[src/rtl/irqc_pkg.sv]
package irqc_pkg;
  localparam int NSRC       = 41;
  localparam int NFIXED     = 7;
  localparam int LVLW       = 3;
  localparam int PRIW       = 3;
  localparam int VECW       = 8;
  localparam int VEC_BASE   = 64;
  localparam int ADDRW      = 7;
  localparam int DATAW      = 8;
  localparam int GCTL_ADDR  = 126;
  localparam int SWACK_ADDR = 127;

  typedef struct packed {
    logic            mask;
    logic [LVLW-1:0] lvl;
    logic [PRIW-1:0] pri;
  } src_ctrl_t;

  localparam int CTRLW = $bits(src_ctrl_t);
endpackage

[src/rtl/irqc_regs.sv]
module irqc_regs
  import irqc_pkg::*;
#(
  parameter int N_SRC   = NSRC,
  parameter int N_FIXED = NFIXED
) (
  input  logic             clk,
  input  logic             rst_n,
  input  logic             we,
  input  logic [ADDRW-1:0] addr,
  input  logic [DATAW-1:0] wdata,
  output src_ctrl_t        ctrl_o [N_SRC],
  output logic             gmask_o
);
  localparam int NPROG = N_SRC - N_FIXED;

  logic unused_wdata;
  assign unused_wdata = ^wdata[DATAW-1:CTRLW];

  for (genvar i = 0; i < N_SRC; i++) begin : g_src
    if (i < NPROG) begin : g_prog
      src_ctrl_t q;
      always_ff @(posedge clk) begin
        if (!rst_n)
          q <= src_ctrl_t'{mask: 1'b1, lvl: '0, pri: '0};
        else if (we && addr == ADDRW'(i))
          q <= src_ctrl_t'(wdata[CTRLW-1:0]);
      end
      assign ctrl_o[i] = q;
    end else begin : g_fix
      logic mask_q;
      always_ff @(posedge clk) begin
        if (!rst_n)
          mask_q <= 1'b1;
        else if (we && addr == ADDRW'(i))
          mask_q <= wdata[CTRLW-1];
      end
      assign ctrl_o[i] = src_ctrl_t'{mask: mask_q, lvl: LVLW'(i - NPROG + 1), pri: '1};
    end
  end

  always_ff @(posedge clk) begin
    if (!rst_n)
      gmask_o <= 1'b0;
    else if (we && addr == ADDRW'(GCTL_ADDR))
      gmask_o <= wdata[0];
  end
endmodule

[src/rtl/irqc_arb.sv]
module irqc_arb
  import irqc_pkg::*;
#(
  parameter int N_SRC = NSRC,
  localparam int IDXW = $clog2(N_SRC)
) (
  input  src_ctrl_t        ctrl [N_SRC],
  input  logic             gmask,
  input  logic [N_SRC-1:0] req,
  input  logic             flt_en,
  input  logic [LVLW-1:0]  flt_lvl,
  output logic             win_valid,
  output logic [LVLW-1:0]  win_lvl,
  output logic [IDXW-1:0]  win_idx
);
  logic [LVLW+PRIW-1:0] best_key;

  always_comb begin
    win_valid = 1'b0;
    best_key  = '0;
    win_idx   = '0;
    for (int i = 0; i < N_SRC; i++) begin
      logic elig;
      elig = req[i] && !ctrl[i].mask && !gmask && (ctrl[i].lvl != '0) &&
             (!flt_en || ctrl[i].lvl == flt_lvl);
      // strict compare keeps the lower index on an exact tie
      if (elig && (!win_valid || {ctrl[i].lvl, ctrl[i].pri} > best_key)) begin
        win_valid = 1'b1;
        best_key  = {ctrl[i].lvl, ctrl[i].pri};
        win_idx   = IDXW'(i);
      end
    end
    win_lvl = best_key[LVLW+PRIW-1:PRIW];
  end
endmodule

[src/rtl/irq_prio_ctrl.sv]
module irq_prio_ctrl
  import irqc_pkg::*;
(
  input  logic             clk,
  input  logic             rst_n,
  input  logic [NSRC-1:0]  irq_src,
  input  logic [ADDRW-1:0] cfg_addr,
  input  logic             cfg_we,
  input  logic [DATAW-1:0] cfg_wdata,
  input  logic             rd_en,
  output logic             rd_valid,
  output logic [DATAW-1:0] rd_data,
  input  logic             hw_ack_valid,
  input  logic [LVLW-1:0]  hw_ack_level,
  output logic             hw_ack_rsp_valid,
  output logic [VECW-1:0]  hw_ack_vector,
  output logic [LVLW-1:0]  irq_level,
  output logic             wake
);
  localparam int IDXW = $clog2(NSRC);

  src_ctrl_t       ctrl [NSRC];
  logic            gmask;
  logic            main_valid, ack_valid;
  logic [LVLW-1:0] main_lvl, unused_ack_lvl;
  logic [IDXW-1:0] main_idx, ack_idx;
  logic [VECW-1:0] sw_vec, ack_vec;
  logic [DATAW-1:0] rd_mux;

  irqc_regs #(.N_SRC(NSRC), .N_FIXED(NFIXED)) u_regs (
    .clk(clk), .rst_n(rst_n), .we(cfg_we), .addr(cfg_addr),
    .wdata(cfg_wdata), .ctrl_o(ctrl), .gmask_o(gmask)
  );

  irqc_arb #(.N_SRC(NSRC)) u_arb_main (
    .ctrl(ctrl), .gmask(gmask), .req(irq_src), .flt_en(1'b0),
    .flt_lvl('0), .win_valid(main_valid), .win_lvl(main_lvl), .win_idx(main_idx)
  );

  irqc_arb #(.N_SRC(NSRC)) u_arb_ack (
    .ctrl(ctrl), .gmask(gmask), .req(irq_src), .flt_en(1'b1),
    .flt_lvl(hw_ack_level), .win_valid(ack_valid), .win_lvl(unused_ack_lvl),
    .win_idx(ack_idx)
  );

  assign sw_vec  = main_valid ? VECW'(VEC_BASE + int'(main_idx)) : '1;
  assign ack_vec = ack_valid  ? VECW'(VEC_BASE + int'(ack_idx))  : '1;

  always_comb begin
    rd_mux = '0;
    for (int i = 0; i < NSRC; i++)
      if (cfg_addr == ADDRW'(i)) rd_mux = DATAW'(ctrl[i]);
    if (cfg_addr == ADDRW'(GCTL_ADDR))  rd_mux = DATAW'(gmask);
    if (cfg_addr == ADDRW'(SWACK_ADDR)) rd_mux = DATAW'(sw_vec);
  end

  always_ff @(posedge clk) begin
    if (!rst_n) begin
      irq_level        <= '0;
      wake             <= 1'b0;
      rd_valid         <= 1'b0;
      rd_data          <= '0;
      hw_ack_rsp_valid <= 1'b0;
      hw_ack_vector    <= '0;
    end else begin
      irq_level        <= main_valid ? main_lvl : '0;
      wake             <= main_valid;
      rd_valid         <= rd_en;
      if (rd_en) rd_data <= rd_mux;
      hw_ack_rsp_valid <= hw_ack_valid;
      if (hw_ack_valid) hw_ack_vector <= ack_vec;
    end
  end


  gmask_silences_chk: assert property (@(posedge clk) disable iff (!rst_n)
    gmask |=> (irq_level == '0 && !wake));

  wake_level_agree_chk: assert property (@(posedge clk) disable iff (!rst_n)
    wake == (irq_level != '0));

  idle_lines_zero_chk: assert property (@(posedge clk) disable iff (!rst_n)
    (irq_src == '0) |=> (irq_level == '0));

  read_response_chk: assert property (@(posedge clk) disable iff (!rst_n)
    rd_en |=> rd_valid);

  ack_response_chk: assert property (@(posedge clk) disable iff (!rst_n)
    hw_ack_valid |=> hw_ack_rsp_valid);

  vector_range_chk: assert property (@(posedge clk) disable iff (!rst_n)
    (hw_ack_rsp_valid && hw_ack_vector != '1) |->
      (hw_ack_vector >= VECW'(VEC_BASE) && hw_ack_vector < VECW'(VEC_BASE + NSRC)));
endmodule

[config.mk]
export PLATFORM = sky130hd
export DESIGN_NAME = irq_prio_ctrl
export DESIGN_NICKNAME = d
export VERILOG_FILES = /design/src/rtl/irqc_pkg.sv /design/src/rtl/irqc_regs.sv /design/src/rtl/irqc_arb.sv /design/src/rtl/irq_prio_ctrl.sv
export SDC_FILE = /design/constraint.sdc
export NUM_CORES = 2
export LEC_CHECK = 0
export BUFFER_PORTS_ARGS = -buffer_cell sky130_fd_sc_hd__buf_2
export CELL_PAD_IN_SITES_DETAIL_PLACEMENT = 2
export CELL_PAD_IN_SITES_GLOBAL_PLACEMENT = 2
export CORE_ASPECT_RATIO = 1.25
export CORE_MARGIN = 2
export CORE_UTILIZATION = 42
export CTS_CLUSTER_SIZE = 8
export DETAILED_ROUTE_END_ITERATION = 12
export PLACE_DENSITY_LB_ADDON = 0.25
export RECOVER_POWER = 25
export SYNTH_ARGS = -nofsm -noshare
export SYNTH_HDL_FRONTEND = slang
export SYNTH_SLANG_ARGS = --single-unit
[constraint.sdc]
create_clock -name clk -period 127.5 [get_ports clk]
set_input_delay 6.375 -clock clk [delete_from_list [all_inputs] [get_ports clk]]
set_output_delay 6.375 -clock clk [all_outputs]
set_load 0.01 [all_outputs]
; Word-level counts from Yosys, hierarchy flattened
; Cells that the tools add are included.
[word_totals]
register_bits = 268
input_bits = 64
out_inout_bits = 22
wordCells = 1086
[op_classes]
add_sub_neg = 2
n_lt_le_gt_ge = 80
n_eq_ne = 83
mux = 288
n_reduce_logical = 517
[ops]
columns = cell, count
row1 = two-way mux 6 bit, 99
row2 = greater-than comparator 6 bit, 66
row3 = two-way mux 8 bit, 44
row4 = logical AND 1 bit, 279
row5 = two-way mux 5 bit, 32
row6 = zero test 1 bit, 122
row7 = "equality test 7 x 5 -> 1 bit, second input constant", 16
row8 = equality test 3 bit, 34
row9 = nonzero test 3 bit, 34
row10 = two-way mux 1 bit, 84
row11 = logical OR 1 bit, 80
row12 = two-way mux 4 bit, 16
row13 = "equality test 7 x 6 -> 1 bit, second input constant", 9
row14 = "equality test 7 x 4 -> 1 bit, second input constant", 8
row15 = "greater-than comparator 6 bit, first input constant", 8
row16 = "equality test 7 x 3 -> 1 bit, second input constant", 4
row17 = "greater-than comparator 5 x 6 -> 1 bit, first input constant", 4
row18 = two-way mux 3 bit, 8
row19 = "adder 7 x 6 -> 8 bit, first input constant", 2
row20 = "equality test 7 x 2 -> 1 bit, second input constant", 2
row21 = "equality test 7 bit, second input constant", 2
row22 = "equality test 3 bit, first input constant", 4
row23 = "greater-than comparator 4 x 6 -> 1 bit, first input constant", 2
row24 = two-way mux 2 bit, 4
row25 = 6 further kinds, 7

; Logic depth before layout (Yosys ltp)
[logic_depth]
depth_word = 168
depth_mapped = 370

; Hierarchy
; Synthesis repeated with hierarchy kept, for this count alone.
[unflattened]
cells_unflattened = 6305
area_unflattened_um2 = 46039.2
[by_module_without_submodules]
columns = module, instances, cells_each, area_per_inst_um2
row1 = irqc_arb at u_arb_ack, 1, 2356, 16235.6
row2 = irqc_arb at u_arb_main, 1, 2360, 15688.8
row3 = irqc_regs, 1, 928, 9626.7
row4 = irq_prio_ctrl, 1, 661, 4488.1

; Least setup slack after synthesis
; OpenSTA, ideal clock, no wires.
[synth_path]
path_type = in2reg
start = input port irq_src[0]
end = register rd_data[2]
arrival_ps = 66748
required_time_ps = 127368
slack_ps = 60620
stages = 327
n_path_buf = 22
cell_sequence = nor3b_4 -> and2_1 -> buf_6 -> nand2_1 -> ha_1 -> nor2b_1 -> o21a_1 -> o31a_1 -> o21ai_1 -> nand3_1 -> o21ai_0 -> inv_1 -> ha_1 -> or3_1 -> o22ai_1 -> o22a_1 -> buf_2 -> mux2i_1 -> (+291 left out) -> o21bai_1 -> ha_1 -> nor2b_1 -> o21a_1 -> o21ai_0 -> nand2b_1 -> a21oi_1 -> nor2b_1 -> o22ai_1 -> a21o_1 -> buf_1 -> o21ai_0 -> nor4b_4 -> o31ai_1 -> o21a_1 -> or3_1 -> o311ai_1 -> a31oi_1
[synth_between]
elab_chain_cells = 167
[synth_rtl]
columns = item, line
row1 = start: declaration, irq_prio_ctrl.sv:6  ; input logic [NSRC-1:0] irq_src,
row2 = logical AND 1 bit (*) (3 in series), irqc_arb.sv:24  ; elig = req[i] && !ctrl[i].mask && !gmask && (ctrl[i].lvl != '0) &&
row3 = two-way mux 6 bit / two-way mux 1 bit (equally long branches), irqc_arb.sv:27  ; if (elig && (!win_valid || {ctrl[i].lvl, ctrl[i].pri} > best_key)) begin
row4 = greater-than comparator 6 bit / zero test 1 bit (equally long branches), irqc_arb.sv:27
row5 = logical OR 1 bit, irqc_arb.sv:27
row6 = logical AND 1 bit, irqc_arb.sv:27
row7 = two-way mux 6 bit / two-way mux 1 bit (equally long branches), irqc_arb.sv:27
row8 = greater-than comparator 6 bit / zero test 1 bit (equally long branches), irqc_arb.sv:27
row9 = logical OR 1 bit, irqc_arb.sv:27
row10 = (+149 left out), -
row11 = two-way mux 6 bit / two-way mux 1 bit (equally long branches), irqc_arb.sv:27
row12 = greater-than comparator 6 bit / zero test 1 bit (equally long branches), irqc_arb.sv:27
row13 = logical OR 1 bit, irqc_arb.sv:27
row14 = logical AND 1 bit, irqc_arb.sv:27
row15 = two-way mux 6 bit, irqc_arb.sv:27
row16 = adder 7 x 6 -> 8 bit, irq_prio_ctrl.sv:46  ; assign sw_vec = main_valid ? VECW'(VEC_BASE + int'(main_idx)) : '1;
row17 = two-way mux 8 bit (*), irq_prio_ctrl.sv:46
row18 = two-way mux 8 bit (*), irq_prio_ctrl.sv:54  ; if (cfg_addr == ADDRW'(SWACK_ADDR)) rd_mux = DATAW'(sw_vec);
row19 = end signal: assignment, irq_prio_ctrl.sv:69  ; if (rd_en) rd_data <= rd_mux;
row20 = end: declaration, irq_prio_ctrl.sv:12  ; output logic [DATAW-1:0] rd_data,
; Every way passes the cells marked *; elsewhere a longest branch is shown, timed or not.
; A chain may end at the register's enable or synchronous reset.

; Final worst setup path
[layout_path]
start = input port irq_src[0]
end = register rd_data[3]
; The elaborated chain is that of the path after synthesis.

==> flow_summary.ini <==
[yosys]
synth_area_per_cell_um2 = 7.35
ys_ff_latch = 268
postSynth.asyncResetShare_pct = 0
syn_inst = 5035
synth_fp_nets = 5391
ys.warnings.count = 0
yosysUniqueCellTypes = 174
syn_area_um2 = 37000
synth_edf_count = 0
ys.flop_type = dfxtp_1
ys_seq_area_share_pct = 14.5

[finish]
final_common_cell = nand2_1
nets = 5302
layout_common_cells = nand2_1 (635), nor2_1 (369), nand3_1 (314), inv_1 (301), ha_1 (292)
layout-drive-gt1-share_pct = 11.6
area_delta_synth_final_pct = 4.10

[pwr]
powerDensity_nw_per_um2 = 5.27
p_leak_nw = 15.0
ir_drop_mv = 0.0118

[route]
first_pass_iters = 5
drt_iter0_markers = 2750
wirelength_mm = 165
remaining_drc_errors = 0
vias = 40700
viasPerCell = 6.64
wire_per_inst_um = 27.0
ant_nets = 0

[run_status]
outcome = finished with violations
violations = max-capacitance violations, max-slew violations

[critical_path]
crit_fanout = 18
regToRegSetupSlack_ns = 53.78
crit_type = in -> reg
arrival_ns = 79.69
cp-endpoint = rd_data[3]$_SDFFE_PN0P_
required_ns = 127.96
rr_worst_depth = 318
cp_common_cell = ha_1
critical_path.slowest_cell = o21ai_1
end_kind = flop
r2r-end = rd_data[3]$_SDFFE_PN0P_
startpoint = irq_src[0]
critPathLaunchType = input pin
r2r-start = u_regs.ctrl_o[286]$_SDFFE_PN1P_
slowest_delay_ns = 0.79

[clock_network]
post_cts_buffers = 0
numCtsBuffers = 39
hold_buffers = 0
cts.path.max_buffers = 3
clkTransAtPathRegs_ns = 0.06
clock_latency_ns = 0.57
numClockSinks = 268
htree_levels = 2
cts_resized = 0
cts_root_buf = clkbuf_16
cts_tree = done

[sta]
setup_viol = 0
setup-tns-final_ns = 0
worst_pin_slew_ns = 6.75
hold_viol_final = 0
period_share_pct = 62.1
whs_ns = 0.454
slew_headroom_pct = -350
clock_skew_ns = 0.0265
fin_crit_ns = 79.23
rsz0062_at_grt = no
fmax_ghz = 0.0126
final-max-slew-violation-count = 303

[global_route]
grt_pass1_vias = 43900
grt_usage_pct = 35.3
grt-ovfl-total = 0
grt_max_degree = 164
antenna_found_initial = 7
grt_pass1_wl_mm = 258

[hold_path]
hp-class = reg -> reg
worstHoldStart = hw_ack_vector[1]$_SDFFE_PN0P_

[placement]
gp_congestion = 0.897
hpwl_mm = 124
port_buffers = 84

[die]
die-height_um = 336
io_pins = 86
core_um2 = 87200
num_rows = 121
dieArea_um2 = 90600
die_width_um = 270
start_util_pct = 42.5

[run]
max_cap_violations = 3
## critical path: cells and delay by family
kind / cells / cell delay, ns
buffers and inverters: 25 / 2.44
adder cells (fa/ha/maj): 39 / 11.37
AO/OA/AOI/OAI: 145 / 37.15
multiplexers: 16 / 5.11
AND/OR/NAND/NOR: 94 / 17.13
## metal layers
metal	wire [um]	track usage (%)	vias up
met5	23	0	-
met4	7290	14.8	4
met3	8220	4.25	394
met2	81600	63.7	1251
met1	68000	42.1	20700
li1	-	-	18300
## synth_stat cells (28+ instances only)
library cell	count	area (um^2)
nor4_1	29	181
nand2_1	635	2380
or3_1	44	275
a21o_1	54	405
xor2_1	66	578
nor2_1	369	1390
o211ai_1	82	616
nand3_1	314	1570
a211oi_1	52	390
o21ai_1	36	180
inv_1	302	1130
a31oi_1	53	332
or2_2	35	219
o21a_1	53	398
xnor2_1	100	876
and3_1	35	219
mux2i_1	99	991
a21oi_1	263	1320
clkbuf_8	58	798
clkbuf_1	154	578
and2_1	46	288
nand2b_1	36	225
nor2b_1	63	394
mux2_2	82	923
nor3_1	90	450
dfxtp_1	268	5370
o31ai_1	28	210
nand4_1	65	407
a21boi_0	199	1490
ha_1	292	3650
a22oi_1	38	285
o21ai_0	232	1160
## cells by family (layout without fill, tap and decap cells)
| kind of cell | Yosys count | count (layout) | synth area share [%] |
|---|---|---|---|
| other | 0 | 6 | 0 |
| AND/OR/NAND/NOR | 2003 | 2003 | 27.5 |
| buffers and inverters | 574 | 489 | 8.02 |
| multiplexers | 192 | 192 | 5.65 |
| AO/OA/AOI/OAI | 1527 | 1527 | 30.2 |
| flip-flops | 268 | 268 | 14.5 |
| XOR/XNOR | 166 | 166 | 3.93 |
| adder cells (fa/ha/maj) | 305 | 305 | 10.2 |
## state kept, by name, indices dropped and copies added (netlist names)
name / count
hw_ack_rsp_valid: 1
hw_ack_vector: 8
irq_level: 3
rd_data: 8
rd_valid: 1
u_regs.ctrl_o: 238
u_regs.g_src.g_fix.mask_q: 7
u_regs.gmask_o: 1
wake: 1
## worst min path at each step
stage	cells after the start	to	slack (ns)
after global routing	1	hw_ack_vector[6]$_SDFFE_PN0P_	0.47
after detailed placement	2	hw_ack_vector[1]$_SDFFE_PN0P_	0.45
after floorplan	2	u_regs.ctrl_o[140]$_SDFFE_PN0P_	0.44
after CTS	2	hw_ack_vector[1]$_SDFFE_PN0P_	0.46
after global placement	1	hw_ack_vector[6]$_SDFFE_PN0P_	0.44
final	2	hw_ack_vector[1]$_SDFFE_PN0P_	0.45
## layout make-up
class,count,area (um^2)
inverter,304,1140
multi-input combinational,4193,28700
clock inverter,2,25.0
antenna,6,15.0
sequential,268,5370
timing repair buffer,140,792
tap,1168,1460
clock buffer,43,1020
fill,10300,48700
## power by group
part	total, mW	internal, mW	switching [mW]	leakage, nW
Sequential	0.0853	0.0844	0.000928	2.17
Clock	0.0980	0.0561	0.0419	0.514
Combinational	0.0196	0.00652	0.0131	12.3
## through the flow
step	worst slack (ns)	power [mW]	utilization [%]	cell area, um^2	std cells
after floorplan	60.62	0.0985	-	37000	5035
after global placement	51.62	0.105	43.0	37500	6073
after detailed placement	48.73	0.105	43.0	37500	6073
after CTS	48.91	0.202	44.3	38600	6118
after global routing	42.60	0.207	44.2	38500	6118
final	48.27	0.203	44.2	38500	6124
(Power assumes the default switching activity.)
